File: src/rtl/mode_adder.sv
module mode_adder #(
  parameter int WIDTH        = 4,
  parameter bit REGISTER_OUT = 1'b0
) (
  input  logic             clk,
  input  logic             rst_n,
  input  logic [WIDTH-1:0] op_a,
  input  logic [WIDTH-1:0] op_b,
  input  logic [1:0]       op_sel,
  input  logic             carry_in,
  output logic [WIDTH-1:0] result,
  output logic             carry_out,
  output logic             overflow
);
  localparam int MSB = WIDTH - 1;
  localparam logic [1:0] SEL_UADD = 2'b00;
  localparam logic [1:0] SEL_SADD = 2'b01;
  localparam logic [1:0] SEL_SSUB = 2'b10;
  localparam logic [1:0] SEL_NEGB = 2'b11;
  localparam logic [WIDTH-1:0] MOST_NEG = {1'b1, {(WIDTH-1){1'b0}}};

  logic [WIDTH-1:0] add_x, add_y, sum_w;
  logic [WIDTH:0]   chain;
  logic             ovf_w;

  // operand conditioning: subtract and negate invert b and inject a carry
  assign add_x    = (op_sel == SEL_NEGB) ? '0 : op_a;
  assign add_y    = op_sel[1] ? ~op_b : op_b;
  assign chain[0] = op_sel[1] ? 1'b1 : carry_in;

  for (genvar i = 0; i < WIDTH; i++) begin : g_fa
    assign sum_w[i]   = add_x[i] ^ add_y[i] ^ chain[i];
    assign chain[i+1] = (add_x[i] & add_y[i]) | (chain[i] & (add_x[i] ^ add_y[i]));
  end

  always_comb begin
    unique case (op_sel)
      SEL_UADD: ovf_w = chain[WIDTH];
      SEL_SADD,
      SEL_SSUB: ovf_w = (add_x[MSB] ~^ add_y[MSB]) & (add_y[MSB] ^ sum_w[MSB]);
      default:  ovf_w = (op_b == MOST_NEG);
    endcase
  end

  if (REGISTER_OUT) begin : g_reg
    always_ff @(posedge clk or negedge rst_n) begin
      if (!rst_n) begin
        result    <= '0;
        carry_out <= 1'b0;
        overflow  <= 1'b0;
      end else begin
        result    <= sum_w;
        carry_out <= chain[WIDTH];
        overflow  <= ovf_w;
      end
    end

    assert_reg_delay_R9: assert property (@(posedge clk) disable iff (!rst_n)
      1'b1 |=> (result == $past(sum_w)) && (overflow == $past(ovf_w)));
  end else begin : g_comb
    assign result    = sum_w;
    assign carry_out = chain[WIDTH];
    assign overflow  = ovf_w;
  end

  assert_uadd_sum_R1: assert property (@(posedge clk) disable iff (!rst_n)
    (op_sel == SEL_UADD) |->
      ({chain[WIDTH], sum_w} == ({1'b0, op_a} + {1'b0, op_b} + {{WIDTH{1'b0}}, carry_in})));

  assert_no_overflow_R4: assert property (@(posedge clk) disable iff (!rst_n)
    (op_sel == SEL_SADD && (op_a[MSB] != op_b[MSB])) |-> !ovf_w);

  assert_sub_diff_R5: assert property (@(posedge clk) disable iff (!rst_n)
    (op_sel == SEL_SSUB) |-> (sum_w == WIDTH'(op_a - op_b)));

  assert_neg_value_R7: assert property (@(posedge clk) disable iff (!rst_n)
    (op_sel == SEL_NEGB) |-> (sum_w == WIDTH'(-op_b)));

  assert_no_overflow_R8: assert property (@(posedge clk) disable iff (!rst_n)
    (op_sel == SEL_NEGB && op_b != MOST_NEG) |-> !ovf_w);
endmodule

File: config.mk
export PLATFORM = sky130hd
export DESIGN_NAME = mode_adder
export DESIGN_NICKNAME = d
export VERILOG_FILES = /design/src/rtl/mode_adder.sv
export SDC_FILE = /design/constraint.sdc
export NUM_CORES = 1
export LEC_CHECK = 0
export ABC_CLOCK_PERIOD_IN_PS = 4000
export BUFFER_PORTS_ARGS = -buffer_cell sky130_fd_sc_hd__buf_2
export CAP_MARGIN = 10
export CORE_AREA = 4 4 41 43
export DETAILED_ROUTE_END_ITERATION = 10
export DIE_AREA = 0 0 45 47
export PLACE_DENSITY_LB_ADDON = 0.2
export SYNTH_ARGS = -nofsm -noshare
export SYNTH_HDL_FRONTEND = slang
export SYNTH_SLANG_ARGS = --single-unit
export TNS_END_PERCENT = 10
File: constraint.sdc
create_clock -name vclk -period 4
set_input_delay 0.6 -clock vclk [all_inputs]
set_output_delay 0.6 -clock vclk [all_outputs]
set_load 0.01 [all_outputs]
==> qor.txt, run 1 <==
Fill cells - 153
RSZ-0062 raised after global routing - false
status - complete, no violations
CLK BUF - 0
Pwr Density - 178 nW/um2
Seq/Total Area, Yosys - 0
number of max-cap violations - 0
Yosys cell types - 13
crit path DAT - 3.17 ns
hold-critical path depth - 5
Hold Path Class - input pin to output port
FF+latch area - 0 um2
final setup violation count - 0
minimum clock period after layout - 3.77 ns
Die X - 45 um
Final Hold Viols - 0
Core Region - 1300 um2
mapped cell area - 298 um2
final RePlAce weighted congestion - 0.697
critical path fanouts, max - 2
DPL Wire Length - 547 um
Die Span Y - 47 um
TritonRoute pass-1 iters - 1
vias post-DR - 260
Hold Buf Count CTS - 0
post-route cell area - 405 um2
fin nets - 73
first-pass GRT wire length - 966 um
largest net degree at the start of global routing - 7
PortBufs - 17
Post-Syn Nets - 53
TNS Setup - 0 ns
antenna violations before repair - 0
layout cells sized above 1 - 0.412
Max IR drop VDD - 0.0514 mV
maximum operating frequency - 265 MHz
critical path required time - 3.40 ns
Ant. Diodes - 0
Startpoint Class - input pin
Placed Cells - 66
Place WS - 0.191 ns
antenna-violating nets left - 0
fin crit share - 0.942
vias per std cell - 3.94
top-level I/O count - 19
global route overflow - 0
post-CTS setup buffer count - 0
Syn Inst Count - 33
worst-margin pin slew - 0.263 ns
DRC viols - 0
drt initial violations - 0
die area - 2120 um2
setup ws final - 0.231 ns
Initial Util - 0.229
max_slew headroom - 0.823
Crit Path Class - input pin to output port
YS warnings - 0
num sequential - 0
area growth from synthesis to final layout - 36.1%
Core Rows - 13
CP Capture Type - output port
Total Wirelength - 550 um
vias in the first global route - 238
all-layer global routing usage - 0.0593
Non-Filler Instances - 66
Slew Limit Fails - 0
Pleak - 0.000236 uW
detail-routed net length per standard cell - 8.33 um
cts repair resizes - 0
Mean Syn Cell Area - 9.02 um2
Placed Area - 405 um2
worst max-delay path, stage by stage:
cell and delay (ns):
buf_2 0.11, ha_1 0.21, nand2b_1 0.17, fa_1 0.43, fa_1 0.36, inv_1 0.08, fa_1 0.16, inv_1 0.05
fa_1 0.47, xnor2_1 0.16, o41ai_2 0.20, buf_2 0.18
logic make-up after synthesis:
group,after synthesis,share of synthesized area
buf+inv,12,0.176
fa+ha+maj,7,0.395
compound gates,2,0.0799
xor+xnor,5,0.210
simple gates,7,0.139
worst paths after layout:
path       from   endpoint  slack [ns]
max   op_sel[0]   overflow        0.23
min     op_a[0]  result[0]        1.70
final cells by class:
| class | instances | area, um2 | area share |
|---|---|---|---|
| inverters | 11 | 41.3 | 0.102 |
| multi-input cells | 21 | 245 | 0.605 |
| well taps | 15 | 18.8 | 0.0463 |
| repair buffers | 19 | 100 | 0.247 |
cells in the final DEF, fill, tap and decap left out:
master / Yosys / final
buf_2: 0 / 17
inv_1: 11 / 11
fa_1: 4 / 4
nand2b_1: 3 / 3
xnor2_1: 3 / 3
ha_1: 3 / 3
nor2_1: 2 / 2
buf_4: 0 / 2
xnor2_4: 1 / 1
xor2_1: 1 / 1
nor2b_1: 1 / 1
nor4b_1: 1 / 1
a22oi_1: 1 / 1
o41ai_2: 1 / 1
metrics by stage:
stage / hold WS [ns] / utilization / total power, uW
after floorplan: 1.49 / - / 49.0
after global placement: 1.70 / 0.312 / 73.9
after detailed placement: 1.71 / 0.312 / 74.4
after CTS: 1.71 / 0.312 / 74.8
after global routing: 1.74 / 0.312 / 83.8
final: 1.70 / 0.312 / 72.3
power breakdown:
part	switching, uW	internal (uW)	leakage (uW)	total (uW)
logic	37.4	34.8	0.000236	72.3
clock network	0	0	0	0
registers	0	0	0	0
total	37.4	34.8	0.000236	72.3
Yosys cell counts, drive strengths merged:
library cell	count	share of area
o41ai	1	0.055
xor2	1	0.029
ha	3	0.13
xnor2	4	0.18
nor4b	1	0.029
inv	11	0.14
a22oi	1	0.025
nor2	2	0.025
buf	1	0.038
fa	4	0.27
nand2b	3	0.063
nor2b	1	0.021
per-layer routing:
metal | vias up | track usage | routed length, um
li1 | 133 | - | -
met1 | 122 | 0.0799 | 222
met2 | 5 | 0.113 | 305
met3 | 0 | 0 | 21
met4 | 0 | 0 | 0
met5 | - | 0 | 0
No activity file was read; power rests on OpenSTA's default activity.
==> inputs of run 2 (changes only) <==
--- a/config.mk
+++ b/config.mk
@@ -11,7 +11,7 @@
 export CORE_AREA = 4 4 41 43
 export DETAILED_ROUTE_END_ITERATION = 10
 export DIE_AREA = 0 0 45 47
-export PLACE_DENSITY_LB_ADDON = 0.2
+export PLACE_DENSITY_LB_ADDON = 0.12
 export SYNTH_ARGS = -nofsm -noshare
 export SYNTH_HDL_FRONTEND = slang
 export SYNTH_SLANG_ARGS = --single-unit
==> run 2 against run 1 <==
Net effect:
- flip-flop and latch count unchanged
- first-iteration DRC count unchanged
- core utilization unchanged
- maximum frequency decreased by 0.49%
- via count decreased by 2.3%
- die area unchanged
- global-route usage decreased by 0.47 points
- clock-buffer cell count unchanged
- critical path type unchanged
- critical endpoint unchanged
==> qor.txt, run 2 (synthesis gave the netlist of run 1 again) <==
vias per std cell - 3.85 (-2.3%)
vias post-DR - 254 (-2.3%)
Placed Area - 405 um2 (unchanged)
Psw - 38.5 uW (+2.7%)
Crit Path Class - input pin to output port
num sequential - 0 (unchanged)
cell-internal power - 35.0 uW (+0.66%)
cts repair resizes - 0 (unchanged)
Total Wirelength - 578 um (+5.1%)
vias in the first global route - 223 (-6.3%)
clock power share - 0 (unchanged)
status - complete, no violations
layout cells sized above 1 - 0.412 (unchanged)
Initial Util - 0.229 (unchanged)
Core Region - 1300 um2 (unchanged)
Sw Ratio - 0.523 (+0.00500)
maximum operating frequency - 264 MHz (-0.49%)
most common cell after layout, fill and taps aside - buf_2
Place WS - 0.188 ns (-0.00347 ns)
antenna violations before repair - 0 (unchanged)
Die Span Y - 47 um (unchanged)
Final Hold Viols - 0 (unchanged)
Die X - 45 um (unchanged)
antenna-violating nets left - 0 (unchanged)
setup ws final - 0.213 ns (-0.0185 ns)
DPL Wire Length - 573 um (+4.8%)
worst-margin pin slew - 0.299 ns (+0.0366 ns)
top-level I/O count - 19 (unchanged)
Core Rows - 13 (unchanged)
max_slew headroom - 0.798 (-0.0248)
die area - 2120 um2 (unchanged)
fin crit share - 0.947 (+0.00463)
critical path required time - 3.40 ns (about the same)
first-pass GRT wire length - 897 um (-7.1%)
Pwr Density - 181 nW/um2 (+1.7%)
Reg power frac - 0 (unchanged)
Pleak - 0.000236 uW (unchanged)
minimum clock period after layout - 3.79 ns (+0.0185 ns)
CP Capture Type - output port
CLK BUF - 0 (unchanged)
hold-critical path depth - 5 (unchanged)
final setup violation count - 0 (unchanged)
TNS Setup - 0 ns (unchanged)
RSZ-0062 raised after global routing - false
TritonRoute pass-1 iters - 1 (unchanged)
all-layer global routing usage - 0.0546 (-0.00475)
area growth from synthesis to final layout - 36.1% (unchanged)
FF+latch area - 0 um2 (unchanged)
DRC viols - 0 (unchanged)
post-route core utilization - 0.312 (unchanged)
critical path fanouts, max - 2 (unchanged)
global route overflow - 0 (unchanged)
Slew Limit Fails - 0 (unchanged)
drt initial violations - 0 (unchanged)
post-CTS setup buffer count - 0 (unchanged)
crit path DAT - 3.19 ns (+0.02 ns)
fin nets - 73 (unchanged)
Ant. Diodes - 0 (unchanged)
final RePlAce weighted congestion - 0.623 (-11%)
Hold Buf Count CTS - 0 (unchanged)
Max IR drop VDD - 0.0500 mV (-2.7%)
Startpoint Class - input pin
post-route cell area - 405 um2 (unchanged)
combinational power share - 1.000 (about the same)
Hold Path Class - input pin to output port
number of max-cap violations - 0 (unchanged)
commonest non-fill, non-tap cells in the layout - buf_2, inv_1, fa_1
detail-routed net length per standard cell - 8.76 um (+5.1%)
PortBufs - 17 (unchanged)
largest net degree at the start of global routing - 7 (unchanged)
-- run 2: critical path: stages --
cell,delay [ns]
buf_2,0.10
ha_1,0.21
nand2b_1,0.17
fa_1,0.44
fa_1,0.37
inv_1,0.07
fa_1,0.15
inv_1,0.06
fa_1,0.47
xnor2_1,0.16
o41ai_2,0.19
buf_2,0.17
-- run 2: area by class of cell --
type,count,area [um2]
fill,161,896
timing repair buffer,19,100
multi-input combinational,21,245
tap,15,18.8
inverter,11,41.3
-- run 2: metal layers --
| layer | GRT usage | routed length [um] |
|---|---|---|
| met1 | 0.0685 | 242 |
| met2 | 0.107 | 310 |
| met3 | 0.00383 | 25 |
| met4 | 0 | 0 |
| met5 | 0 | 0 |
-- run 2: through the flow --
stage	cells	hold WS (ns)	power (uW)
2_1_floorplan	33	1.49	49.0
3_3_place_gp	66	1.70	75.2
3_5_place_dp	66	1.71	75.0
4_1_cts	66	1.71	75.3
5_1_grt	66	1.74	81.3
6_report	66	1.70	73.5
-- run 2: power groups by stage --
stage / Combinational [uW] / Clock (uW) / Sequential [uW]
6_report: 73.5 / 0 / 0
5_1_grt: 81.3 / 0 / 0
4_1_cts: 75.3 / 0 / 0
3_5_place_dp: 75.0 / 0 / 0
3_3_place_gp: 75.2 / 0 / 0
2_1_floorplan: 49.0 / 0 / 0
-- run 2: worst paths after layout --
path                       from   endpoint
worst max-delay path  op_sel[0]   overflow
worst min-delay path    op_a[1]  result[1]
==> inputs of run 3 (changes only) <==
--- a/config.mk
+++ b/config.mk
@@ -5,9 +5,10 @@
 export SDC_FILE = /design/constraint.sdc
 export NUM_CORES = 1
 export LEC_CHECK = 0
+export ABC_AREA = 1
 export ABC_CLOCK_PERIOD_IN_PS = 4000
 export BUFFER_PORTS_ARGS = -buffer_cell sky130_fd_sc_hd__buf_2
-export CAP_MARGIN = 10
+export CAP_MARGIN = 40
 export CORE_AREA = 4 4 41 43
 export DETAILED_ROUTE_END_ITERATION = 10
 export DIE_AREA = 0 0 45 47
==> run 3 against run 2 <==
Net effect:
- core utilization grew 1.5 points
- clock-buffer cell count did not move
- non-clock buffer count stayed put
- worst hold slack lost 0.032 ns
- via count increased by 18%
- wire length up 11%
- global-route usage increased by 1.3 points
- critical endpoint unchanged
- largest cell class unchanged
- highest routed layer unchanged
==> qor.txt, run 3 <==
status - complete, no violations
Post-Syn Nets - 64 (+21%)
Hold Path Class - input pin to output port
Core Rows - 13 (unchanged)
global route overflow - 0 (unchanged)
TritonRoute pass-1 iters - 2 (+1)
Hold Buf Count CTS - 0 (unchanged)
detail-routed net length per standard cell - 8.34 um (-4.8%)
number of max-cap violations - 0 (unchanged)
FF+latch area - 0 um2 (unchanged)
top-area cell type share of the netlist area - 0.252 (-0.0169)
count leader, synth - inv_1
YS warnings - 0 (unchanged)
routing usage on met3 - 0.00766 (+0.00383)
commonest non-fill, non-tap cells in the layout - buf_2, inv_1, nand2_1, nor2_1, fa_1
layout cells sized above 1 - 0.435 (+0.0237)
Core Region - 1300 um2 (unchanged)
area growth from synthesis to final layout - 33.9%
PortBufs - 17 (unchanged)
critical path fanouts, max - 3 (+1)
maximum operating frequency - 267 MHz (+1.3%)
met1 usage - 0.0841 (+0.0156)
Reg power frac - 0 (unchanged)
Initial Util - 0.244 (+0.0154)
die area - 2120 um2 (unchanged)
Startpoint Class - input pin
antenna violations before repair - 0 (unchanged)
minimum clock period after layout - 3.74 ns (-0.0482 ns)
CLK BUF - 0 (unchanged)
Pwr Density - 168 nW/um2 (-7.5%)
Seq/Total Area, Yosys - 0 (unchanged)
top-level I/O count - 19 (unchanged)
Total Wirelength - 642 um (+11%)
Final Hold Viols - 0 (unchanged)
final RePlAce weighted congestion - 0.680 (+9.2%)
Slew Limit Fails - 0 (unchanged)
critical path required time - 3.40 ns (about the same)
fin crit share - 0.935 (-0.0121)
Die X - 45 um (unchanged)
antenna-violating nets left - 0 (unchanged)
Psw - 39.4 uW (+2.5%)
Multi-input gate area - 249 um2 (+1.5%)
grt peak-use layer - met2
Fill cells - 153 (-5.0%)
vias in the first global route - 295 (+32%)
Commonest cells post-synth - inv_1, nand2_1, nor2_1
vias post-DR - 299 (+18%)
post-synth top area cell - fa_1
Place WS - 0.221 ns (+0.0337 ns)
post-CTS setup buffer count - 0 (unchanged)
final setup violation count - 0 (unchanged)
Yosys cell types - 13 (unchanged)
Pleak - 0.000260 uW (+10%)
combinational power share - 1.000 (about the same)
top cells by area, synth - fa_1, inv_1, ha_1, nand3_2, nand2_1
cts repair resizes - 0 (unchanged)
Max IR drop VDD - 0.0543 mV (+8.6%)
DRC viols - 0 (unchanged)
cell-internal power - 32.0 uW (-8.8%)
RSZ-0062 raised after global routing - false
Die Span Y - 47 um (unchanged)
drt initial violations - 2 (+2)
all-layer global routing usage - 0.0671 (+0.0126)
Crit Path Class - input pin to output port
DPL Wire Length - 634 um (+11%)
Ant. Diodes - 0 (unchanged)
fin nets - 84 (+15%)
crit path DAT - 3.14 ns (-0.05 ns)
clock power share - 0 (unchanged)
first-pass GRT wire length - 1110 um (+24%)
CP Capture Type - output port
vias per std cell - 3.88 (+0.90%)
worst-margin pin slew - 0.192 ns (-0.107 ns)
Syn Inst Count - 44 (+33%)
Sw Ratio - 0.552 (+0.0290)
mapped cell area - 318 um2 (+6.7%)
max_slew headroom - 0.871 (+0.0730)
setup ws final - 0.261 ns (+0.0482 ns)
num sequential - 0 (unchanged)
Mean Syn Cell Area - 7.22 um2 (-20%)
largest net degree at the start of global routing - 8 (+1)
most common cell after layout, fill and taps aside - buf_2
TNS Setup - 0 ns (unchanged)
met2 usage - 0.130 (+0.0226)
==> run 3: cell count changes after synthesis, sizes merged, moves of 2 or more <==
cell    delta
xnor2      -2
nand2b     -3
nand3      +3
nand2      +8
nor2       +3
inv        +3
a21oi      +3
==> run 3: layout make-up <==
cell class                      instances  area share
Timing Repair Buffer                   19       0.235
Inverter                               14       0.135
Multi-Input combinational cell         29       0.585
Tap cell                               15      0.0441
==> run 3: cell families after synthesis <==
logic type                 Yosys count  synth area share
and+or+nand+nor                     16             0.272
buffers and inverters               15             0.217
adders and majority gates            7             0.370
AOI/OAI and AO/OA                    3            0.0591
xor gates and xnor gates             3            0.0827
==> run 3: worst max-delay path, stage by stage <==
cell and delay (ns):
buf_2 0.11, ha_1 0.22, inv_1 0.08, nand2_1 0.07, fa_1 0.44, fa_1 0.37
inv_1 0.07, fa_1 0.16, inv_1 0.05, fa_1 0.51, inv_1 0.07, nand3_2 0.07
nand3_2 0.08, a21oi_2 0.12, buf_2 0.13
==> run 3: power by group through the flow <==
stage               registers [uW]  logic [uW]  clock network, uW
global route                     0        82.6                  0
floorplan                        0        48.8                  0
global placement                 0        74.0                  0
detailed placement               0        73.6                  0
finish                           0        71.4                  0
CTS                              0        74.0                  0
==> run 3: final timing paths <==
path / cells past startpoint / slack (ns) / from / to
worst max-delay path: 15 / 0.26 / op_sel[0] / overflow
worst min-delay path: 5 / 1.67 / op_b[2] / overflow
==> run 3: stage by stage <==
stage,util,hold slack (ns),instances,total power [uW],instance area (um2)
final,0.327,1.67,77,71.4,425
after global routing,0.327,1.73,77,82.6,425
after CTS,0.327,1.68,77,74.0,425
after detailed placement,0.327,1.67,77,73.6,425
after global placement,0.327,1.67,77,74.0,425
after floorplan,-,1.42,44,48.8,318
==> run 3: layer usage <==
| metal | wire length, um | vias to the layer above |
|---|---|---|
| met5 | 0 | - |
| met4 | 0 | 0 |
| met3 | 53 | 0 |
| met2 | 321 | 11 |
| met1 | 267 | 126 |
| li1 | - | 162 |
